## config.mk

```make
export PLATFORM = sky130hd
export DESIGN_NAME = snd_master
export DESIGN_NICKNAME = d
export VERILOG_FILES = /design/src/rtl/snd_pkg.sv /design/src/rtl/snd_regs.sv /design/src/rtl/snd_frame_seq.sv /design/src/rtl/snd_mixer.sv /design/src/rtl/snd_dc_block.sv /design/src/rtl/snd_master.sv
export SDC_FILE = /design/constraint.sdc
export NUM_CORES = 2
export LEC_CHECK = 0
export BUFFER_PORTS_ARGS = -buffer_cell sky130_fd_sc_hd__buf_2
export CAP_MARGIN = 20
export CORE_ASPECT_RATIO = 0.6
export CORE_MARGIN = 3
export CORE_UTILIZATION = 26
export CTS_CLUSTER_SIZE = 25
export DETAILED_ROUTE_END_ITERATION = 7
export SYNTH_ARGS = -nofsm -noshare
export SYNTH_HDL_FRONTEND = slang
export SYNTH_SLANG_ARGS = --single-unit
```

## constraint.sdc

```tcl
create_clock -name clk_i -period 21.7 [get_ports clk_i]
set_input_delay 6.51 -clock clk_i [delete_from_list [all_inputs] [get_ports clk_i]]
set_output_delay 6.51 -clock clk_i [all_outputs]
set_load 0.02 [all_outputs]
```

## src/rtl/snd_pkg.sv

```systemverilog
package snd_pkg;
  localparam logic [7:0] A_VOL   = 8'h24;
  localparam logic [7:0] A_ROUTE = 8'h25;
  localparam logic [7:0] A_PWR   = 8'h26;
  localparam logic [7:0] A_LEN1  = 8'h11;
  localparam logic [7:0] A_LEN2  = 8'h16;
  localparam logic [7:0] A_LEN3  = 8'h1B;
  localparam logic [7:0] A_LEN4  = 8'h20;
  localparam logic [7:0] A_CH_LO = 8'h10;
  localparam logic [7:0] A_CH_HI = 8'h23;
  localparam logic [7:0] A_WV_LO = 8'h30;
  localparam logic [7:0] A_WV_HI = 8'h3F;
  localparam logic [7:0] LEN_MASK = 8'h3F;

  typedef struct packed {
    logic       l_en;
    logic [2:0] l_vol;
    logic       r_en;
    logic [2:0] r_vol;
  } vol_t;
endpackage

```

## src/rtl/snd_regs.sv

```systemverilog
module snd_regs
  import snd_pkg::*;
(
  input  logic       clk_i,
  input  logic       rst_ni,
  input  logic       we_i,
  input  logic [7:0] addr_i,
  input  logic [7:0] wdata_i,
  input  logic       legacy_i,
  output logic [7:0] rdata_o,
  output logic       chan_we_o,
  output logic [7:0] chan_wdata_o,
  output logic       pwr_o,
  output logic [2:0] l_vol_o,
  output logic [2:0] r_vol_o,
  output logic [7:0] route_o
);
  vol_t       vol_q;
  logic [7:0] route_q;
  logic       pwr_q;
  logic       in_chan, len_hit, duty_hit;

  always_ff @(posedge clk_i or negedge rst_ni) begin
    if (!rst_ni) begin
      vol_q   <= '0;
      route_q <= '0;
      pwr_q   <= 1'b0;
    end else if (we_i) begin
      if (addr_i == A_PWR) begin
        pwr_q <= wdata_i[7];
        if (!wdata_i[7]) begin
          vol_q   <= '0;
          route_q <= '0;
        end
      end else if (pwr_q && addr_i == A_VOL) begin
        vol_q <= vol_t'(wdata_i);
      end else if (pwr_q && addr_i == A_ROUTE) begin
        route_q <= wdata_i;
      end
    end
  end

  always_comb begin
    in_chan  = (addr_i >= A_CH_LO && addr_i <= A_CH_HI) ||
               (addr_i >= A_WV_LO && addr_i <= A_WV_HI);
    duty_hit = (addr_i == A_LEN1) || (addr_i == A_LEN2);
    len_hit  = duty_hit || (addr_i == A_LEN3) || (addr_i == A_LEN4);
  end

  assign chan_we_o    = we_i && in_chan && (pwr_q || (legacy_i && len_hit));
  assign chan_wdata_o = (!pwr_q && duty_hit) ? (wdata_i & LEN_MASK) : wdata_i;

  always_comb begin
    unique case (addr_i)
      A_VOL:   rdata_o = vol_q;
      A_ROUTE: rdata_o = route_q;
      A_PWR:   rdata_o = {pwr_q, 7'h7F};
      default: rdata_o = 8'hFF;
    endcase
  end

  assign pwr_o   = pwr_q;
  assign l_vol_o = vol_q.l_vol;
  assign r_vol_o = vol_q.r_vol;
  assign route_o = route_q;

  // unpowered volume write has no effect
  a_r5_off_vol_hold: assert property (@(posedge clk_i) disable iff (!rst_ni)
    (!pwr_q && we_i && addr_i == A_VOL) |=> $stable(vol_q));
  // forwarding while unpowered needs the legacy revision
  a_r6_off_fwd_legacy: assert property (@(posedge clk_i) disable iff (!rst_ni)
    (chan_we_o && !pwr_q) |-> legacy_i);
  // losing power leaves cleared registers
  a_r8_clear_on_off: assert property (@(posedge clk_i) disable iff (!rst_ni)
    $fell(pwr_q) |-> (vol_q == '0 && route_q == '0));
endmodule

```

## src/rtl/snd_frame_seq.sv

```systemverilog
module snd_frame_seq #(
  parameter int CYC_W = 12,
  parameter int PH_W  = 3
) (
  input  logic clk_i,
  input  logic rst_ni,
  input  logic run_i,
  output logic len_clk_o,
  output logic sweep_clk_o,
  output logic env_clk_o
);
  logic [CYC_W-1:0] cyc_q;
  logic [PH_W-1:0]  ph_q;
  logic             step;

  always_ff @(posedge clk_i or negedge rst_ni) begin
    if (!rst_ni) begin
      cyc_q <= '0;
      ph_q  <= '0;
    end else if (!run_i) begin
      cyc_q <= '0;
      ph_q  <= '0;
    end else begin
      cyc_q <= cyc_q + 1'b1;
      if (cyc_q == '0) ph_q <= ph_q + 1'b1;
    end
  end

  assign step        = run_i && (cyc_q == '0);
  assign len_clk_o   = step && !ph_q[0];
  assign sweep_clk_o = step && (ph_q[1:0] == 2'b10);
  assign env_clk_o   = step && (ph_q == '1);

  // sweep only on length phases, envelope never on one
  a_r10_sweep_on_len: assert property (@(posedge clk_i) disable iff (!rst_ni)
    sweep_clk_o |-> len_clk_o);
  a_r10_env_excl: assert property (@(posedge clk_i) disable iff (!rst_ni)
    env_clk_o |-> !len_clk_o);
  // a length pulse lasts one cycle
  a_r9_len_single: assert property (@(posedge clk_i) disable iff (!rst_ni)
    len_clk_o |=> !len_clk_o);
endmodule

```

## src/rtl/snd_mixer.sv

```systemverilog
module snd_mixer #(
  parameter int N_CH    = 4,
  parameter int SMP_W   = 4,
  parameter int VOL_W   = 3,
  parameter int OUT_W   = 16,
  parameter int GAIN_SH = 6
) (
  input  logic [N_CH*SMP_W-1:0] smp_i,
  input  logic [N_CH-1:0]       sel_i,
  input  logic [VOL_W-1:0]      vol_i,
  input  logic                  en_i,
  output logic signed [OUT_W-1:0] mix_o
);
  localparam int SUM_W = SMP_W + $clog2(N_CH + 1);
  localparam int MIX_W = SUM_W + VOL_W + 1;

  logic [SUM_W-1:0] sum;
  logic [MIX_W-1:0] prod;
  logic [OUT_W-1:0] scaled;

  always_comb begin
    sum = '0;
    for (int n = 0; n < N_CH; n++) begin
      if (sel_i[n]) sum = sum + SUM_W'(smp_i[n*SMP_W +: SMP_W]);
    end
    prod   = MIX_W'(sum) * (MIX_W'(vol_i) + MIX_W'(1));
    scaled = OUT_W'(prod) << GAIN_SH;
  end

  assign mix_o = en_i ? signed'(scaled) : '0;
endmodule

```

## src/rtl/snd_dc_block.sv

```systemverilog
module snd_dc_block #(
  parameter int W    = 16,
  parameter int COEF = 57593,
  parameter int CSH  = 16,
  parameter int BSH  = 16,
  parameter int OSH  = 32
) (
  input  logic                clk_i,
  input  logic                rst_ni,
  input  logic signed [W-1:0] x_i,
  output logic signed [W-1:0] y_o
);
  localparam logic signed [63:0] COEF_S = 64'(COEF);
  localparam logic signed [63:0] MAX_V  = (64'sd1 <<< (W-1)) - 64'sd1;
  localparam logic signed [63:0] MIN_V  = -(64'sd1 <<< (W-1));

  logic signed [63:0] bias_q, bias_n, xs, diff, prod, yd;
  logic signed [W-1:0] y_n;

  always_comb begin
    xs     = {{(64-W){x_i[W-1]}}, x_i};
    diff   = (xs <<< CSH) - (bias_q >>> BSH);
    prod   = diff * COEF_S;
    bias_n = bias_q + (prod >>> CSH);
    yd     = xs - (bias_n >>> OSH);
    if (yd > MAX_V)      y_n = MAX_V[W-1:0];
    else if (yd < MIN_V) y_n = MIN_V[W-1:0];
    else                 y_n = yd[W-1:0];
  end

  always_ff @(posedge clk_i or negedge rst_ni) begin
    if (!rst_ni) begin
      bias_q <= '0;
      y_o    <= '0;
    end else begin
      bias_q <= bias_n;
      y_o    <= y_n;
    end
  end

  // silent input on an empty bias stays silent
  a_r12_idle_zero: assert property (@(posedge clk_i) disable iff (!rst_ni)
    (x_i == '0 && bias_q == '0) |=> (bias_q == '0 && y_o == '0));
endmodule

```

## src/rtl/snd_master.sv

```systemverilog
module snd_master #(
  parameter int N_CH  = 4,
  parameter int SMP_W = 4,
  parameter int OUT_W = 16,
  parameter int CYC_W = 12,
  parameter int PH_W  = 3
) (
  input  logic                    clk_i,
  input  logic                    rst_ni,
  input  logic                    we_i,
  input  logic [7:0]              addr_i,
  input  logic [7:0]              wdata_i,
  output logic [7:0]              rdata_o,
  input  logic                    legacy_i,
  output logic                    chan_we_o,
  output logic [7:0]              chan_wdata_o,
  input  logic [N_CH*SMP_W-1:0]   smp_i,
  output logic                    len_clk_o,
  output logic                    sweep_clk_o,
  output logic                    env_clk_o,
  output logic signed [OUT_W-1:0] out_l_o,
  output logic signed [OUT_W-1:0] out_r_o
);
  localparam int N_SIDE = 2;  // 0 = right, 1 = left

  logic                    pwr;
  logic [2:0]              l_vol, r_vol;
  logic [7:0]              route;
  logic [2:0]              side_vol [N_SIDE];
  logic signed [OUT_W-1:0] side_mix [N_SIDE];
  logic signed [OUT_W-1:0] side_out [N_SIDE];

  snd_regs u_regs (
    .clk_i, .rst_ni, .we_i, .addr_i, .wdata_i, .legacy_i,
    .rdata_o, .chan_we_o, .chan_wdata_o,
    .pwr_o(pwr), .l_vol_o(l_vol), .r_vol_o(r_vol), .route_o(route)
  );

  snd_frame_seq #(.CYC_W(CYC_W), .PH_W(PH_W)) u_seq (
    .clk_i, .rst_ni, .run_i(pwr),
    .len_clk_o, .sweep_clk_o, .env_clk_o
  );

  assign side_vol[0] = r_vol;
  assign side_vol[1] = l_vol;

  for (genvar s = 0; s < N_SIDE; s++) begin : g_side
    snd_mixer #(.N_CH(N_CH), .SMP_W(SMP_W), .VOL_W(3), .OUT_W(OUT_W)) u_mix (
      .smp_i, .sel_i(route[s*N_CH +: N_CH]), .vol_i(side_vol[s]),
      .en_i(pwr), .mix_o(side_mix[s])
    );
    snd_dc_block #(.W(OUT_W)) u_dc (
      .clk_i, .rst_ni, .x_i(side_mix[s]), .y_o(side_out[s])
    );
  end

  assign out_r_o = side_out[0];
  assign out_l_o = side_out[1];

  // nothing reaches the filters while unpowered
  a_r11_off_silent: assert property (@(posedge clk_i) disable iff (!rst_ni)
    !pwr |-> (side_mix[0] == '0 && side_mix[1] == '0));
  // no step pulses while unpowered
  a_r10_off_no_step: assert property (@(posedge clk_i) disable iff (!rst_ni)
    !pwr |-> !(len_clk_o || sweep_clk_o || env_clk_o));
endmodule

```

==> summary.md <==
| Metric | Value |
|---|---|
| Initial antenna violation count | 11 |
| Starting DRT DRC Count | 3842 |
| Die height | 351 um |
| Setup crit start kind | primary input |
| Area contributors post-synth | fa_1 (24%), ha_1 (20%), inv_1 (9.6%), dfrtp_1 (9.3%), xnor2_1 (5.3%) |
| Status | complete, but fails checks |
| Cts hold-fix bufs | 0 |
| HP Start | u_regs.vol_q[7] |
| Largest net degree at the start of global routing | 86 |
| Distinct cell type count after synthesis | 120 |
| EDFF count, synth | 0 |
| Seq/Total Area, Yosys | 9.30% |
| Root buffer cell | clkbuf_16 |
| Clock transition at path regs | 0.08 ns |
| Hold Path Class | reg -> reg |
| Final setup viols | 32 |
| Final hold violations | 0 |
| Worst Tran Pin Value | 1.05 ns |
| # IOs | 88 |
| Reg2reg setup slack | 3.79 ns |
| H-tree depth | 4 |
| Tmin final | 23.36 ns |
| Main flop type after synthesis | dfrtp_1 |
| I/O Buffers | 87 |
| CP Capture Type | flop |
| Fin worst setup slack | -1.66 ns |
| Clock latency on the worst-skew pair | 0.52 ns |
| Worst r2r src | u_regs.route_o[4] |
| Detailed Routing Iterations Pass 1 | 6 |
| Area leader, netlist | fa_1 |
| Fraction of registers with async set/reset | 100% |
| Post-synth top cells | inv_1 (1324), ha_1 (840), fa_1 (632) |
| Max-slew headroom | 29.7% |
| Failing checks | negative setup slack |
| Cell repeated most along the worst path | ha_4 |
| GP Congestion | 0.959 |
| Maximum fanout along the worst path | 8 |
| Mapped Avg Cell Area | 8.69 sq um |
| Crit path kind | in -> reg |
| Hold EP | u_regs.vol_q[7] |
| Synthesized instance count | 5943 |
| Most numerous cell in the Yosys netlist | inv_1 |
| Top sig layer | met5 |
| M1 WL | 93700 um |
| DP Worst Slack | -2.59 ns |
| Part of the cycle the worst path needs | 108% |
| Core area | 0.197 sq mm |
| Starting density of the core | 26.2% |
| Synthesis-stage register bit count | 192 |
| Layout Skew | 0.0199 ns |
| # DRC | 0 |
| GRT overflow | 0 |
| # Max-Cap Violations | 0 |
| Vias in the first global route | 48737 |
| Crit path launch | smp_i[0] |
| Chip width | 582 um |
| Total CTS buffers | 17 |
| Global-route wire length before repair | 281000 um |
| RSZ-0062 raised after global routing | yes |
| Die ar. | 0.204 sq mm |
| CP required | 22.11 ns |
| DR WL/cell | 17.7 um |
| Global Route Usage Sum | 17.6% |
| Yosys warns | 0 |
| Fin nets | 9093 |
| Worst reg-to-reg path cell count | 80 |
| Fmax | 0.0428 GHz |
| Layout cell share with drive strength beyond 1 | 33.0% |
| Final hold slack | 0.479 ns |
| Final WL | 181000 um |
| HPWL Detailed | 157000 um |
| Met3 WL post-DR | 17500 um |
| Detail Route Antenna Nets | 0 |
| Final Cell Area | 0.0728 sq mm |
| Area grow syn2layout | 40.9% |
| Worst-case clock buffer depth | 2 |
| Drt via density | 4.66 |
| CTS tree | built |
| Setup TNS | -49.88 ns |
| Vias | 47670 |
| R2R Path End | g_side[1].u_dc.y_o[2] |
| Post-synthesis cell area | 0.0517 sq mm |
| CP arrival | 23.76 ns |
| Slowest-stage cell, CP | fa_1 |
| Metal2 WL | 67000 um |
| Fin. max-slew vios | 0 |
| Post-DP Area | 0.0674 sq mm |
| Row Count | 126 |
| Post-synth top area share | 24.5% |
| Critical Path Max Stage Delay | 0.59 ns |
| Cell count of the worst hold path | 2 |
| Sink Count | 192 |
==> per-stage QoR <==
stage | instances | utilization (%)
after global routing | 10222 | 36.9
final | 10229 | 37.0
after floorplan | 5944 | -
after global placement | 9994 | 34.2
after CTS | 10148 | 36.0
after detailed placement | 9994 | 34.2
==> cells by family (layout without fill, tap and decap cells) <==
logic type	after synthesis	count (layout)	share of synthesized area, %
other	1	9	0.00726
buffers and inverters	1428	3082	10.6
muxes	39	39	0.794
AOI/OAI and AO/OA	1120	1120	14.5
xor gates and xnor gates	462	462	7.86
and+or+nand+nor	1217	1217	12.0
DFF	192	192	9.30
adders and majority gates	1484	1484	45.1
==> sequential cells by signal, indices dropped and copies added (netlist names) <==
name	flops
g_side.u_dc.y_o	32
u_seq.cyc_q	12
u_regs.pwr_o	1
u_seq.ph_q	3
u_regs.l_vol_o	3
u_regs.r_vol_o	3
g_side.u_dc.bias_q	128
u_regs.vol_q	2
u_regs.route_o	8
==> how the worst max path moves through the flow <==
stage	end	slack [ns]	depth (start not counted)
4_1_cts	g_side[1].u_dc.y_o[3]	-1.52	89
6_report	g_side[1].u_dc.y_o[2]	-1.66	82
3_5_place_dp	g_side[1].u_dc.y_o[2]	-2.59	83
2_1_floorplan	g_side[1].u_dc.y_o[13]	-1.21	81
5_1_grt	g_side[1].u_dc.y_o[2]	-2.36	94
3_3_place_gp	g_side[0].u_dc.y_o[9]	-2.41	90
==> placed cells by master, fill, tap and decap left out, drive strengths merged, types with 32 or more instances in the layout <==
cell | synthesis | final
a211oi | 42 | 42
a21o | 184 | 184
a21oi | 323 | 323
a31oi | 36 | 36
and2 | 62 | 62
and3 | 47 | 47
buf | 37 | 1716
dfrtp | 192 | 192
fa | 632 | 632
ha | 840 | 840
inv | 1330 | 1337
nand2 | 263 | 263
nand2b | 67 | 67
nand3 | 93 | 93
nand4 | 51 | 51
nor2 | 310 | 310
nor2b | 47 | 47
nor3 | 100 | 100
nor4 | 38 | 38
o21a | 41 | 41
o21ai | 216 | 216
o21bai | 45 | 45
o31ai | 32 | 32
or2 | 43 | 43
xnor2 | 311 | 311
xor2 | 151 | 151
==> layout make-up <==
type / instances / area (sq um)
tap: 2624 / 3280
timing repair buffer: 1719 / 13100
clock inverter: 14 / 191
inverter: 1331 / 5020
antenna: 7 / 17.5
clock buffer: 18 / 439
multi-input combinational: 4324 / 46000
fill: 19805 / 124000
sequential: 192 / 4800
==> critical path, delay by kind of cell <==
kind | cells | cell delay (ns)
adders and majority gates | 15 | 5.37
AOI/OAI and AO/OA | 29 | 5.73
xor gates and xnor gates | 7 | 1.24
muxes | 2 | 0.46
and+or+nand+nor | 14 | 2.67
buffers and inverters | 15 | 1.74
==> layer usage <==
layer | track usage, % | vias up
met2 | 22.8 | 1450
met4 | 3.11 | 10
met1 | 27.7 | 23304
met5 | 0 | -
li1 | - | 22814
met3 | 5.34 | 92
==> timing repair <==
action | 4_1_cts | 5_1_grt
pin swaps | 231 | 237
endpoints found under the setup margin | 38 | 56
hold endpoints to repair | 0 | 0
setup buffers | 119 | 78
resized for setup | 366 | 259
gates cloned | 4 | 0
Power is left out: the tool's default activity adds up to more than one toggle a clock period on the data nets, which glitch-free logic cannot reach.
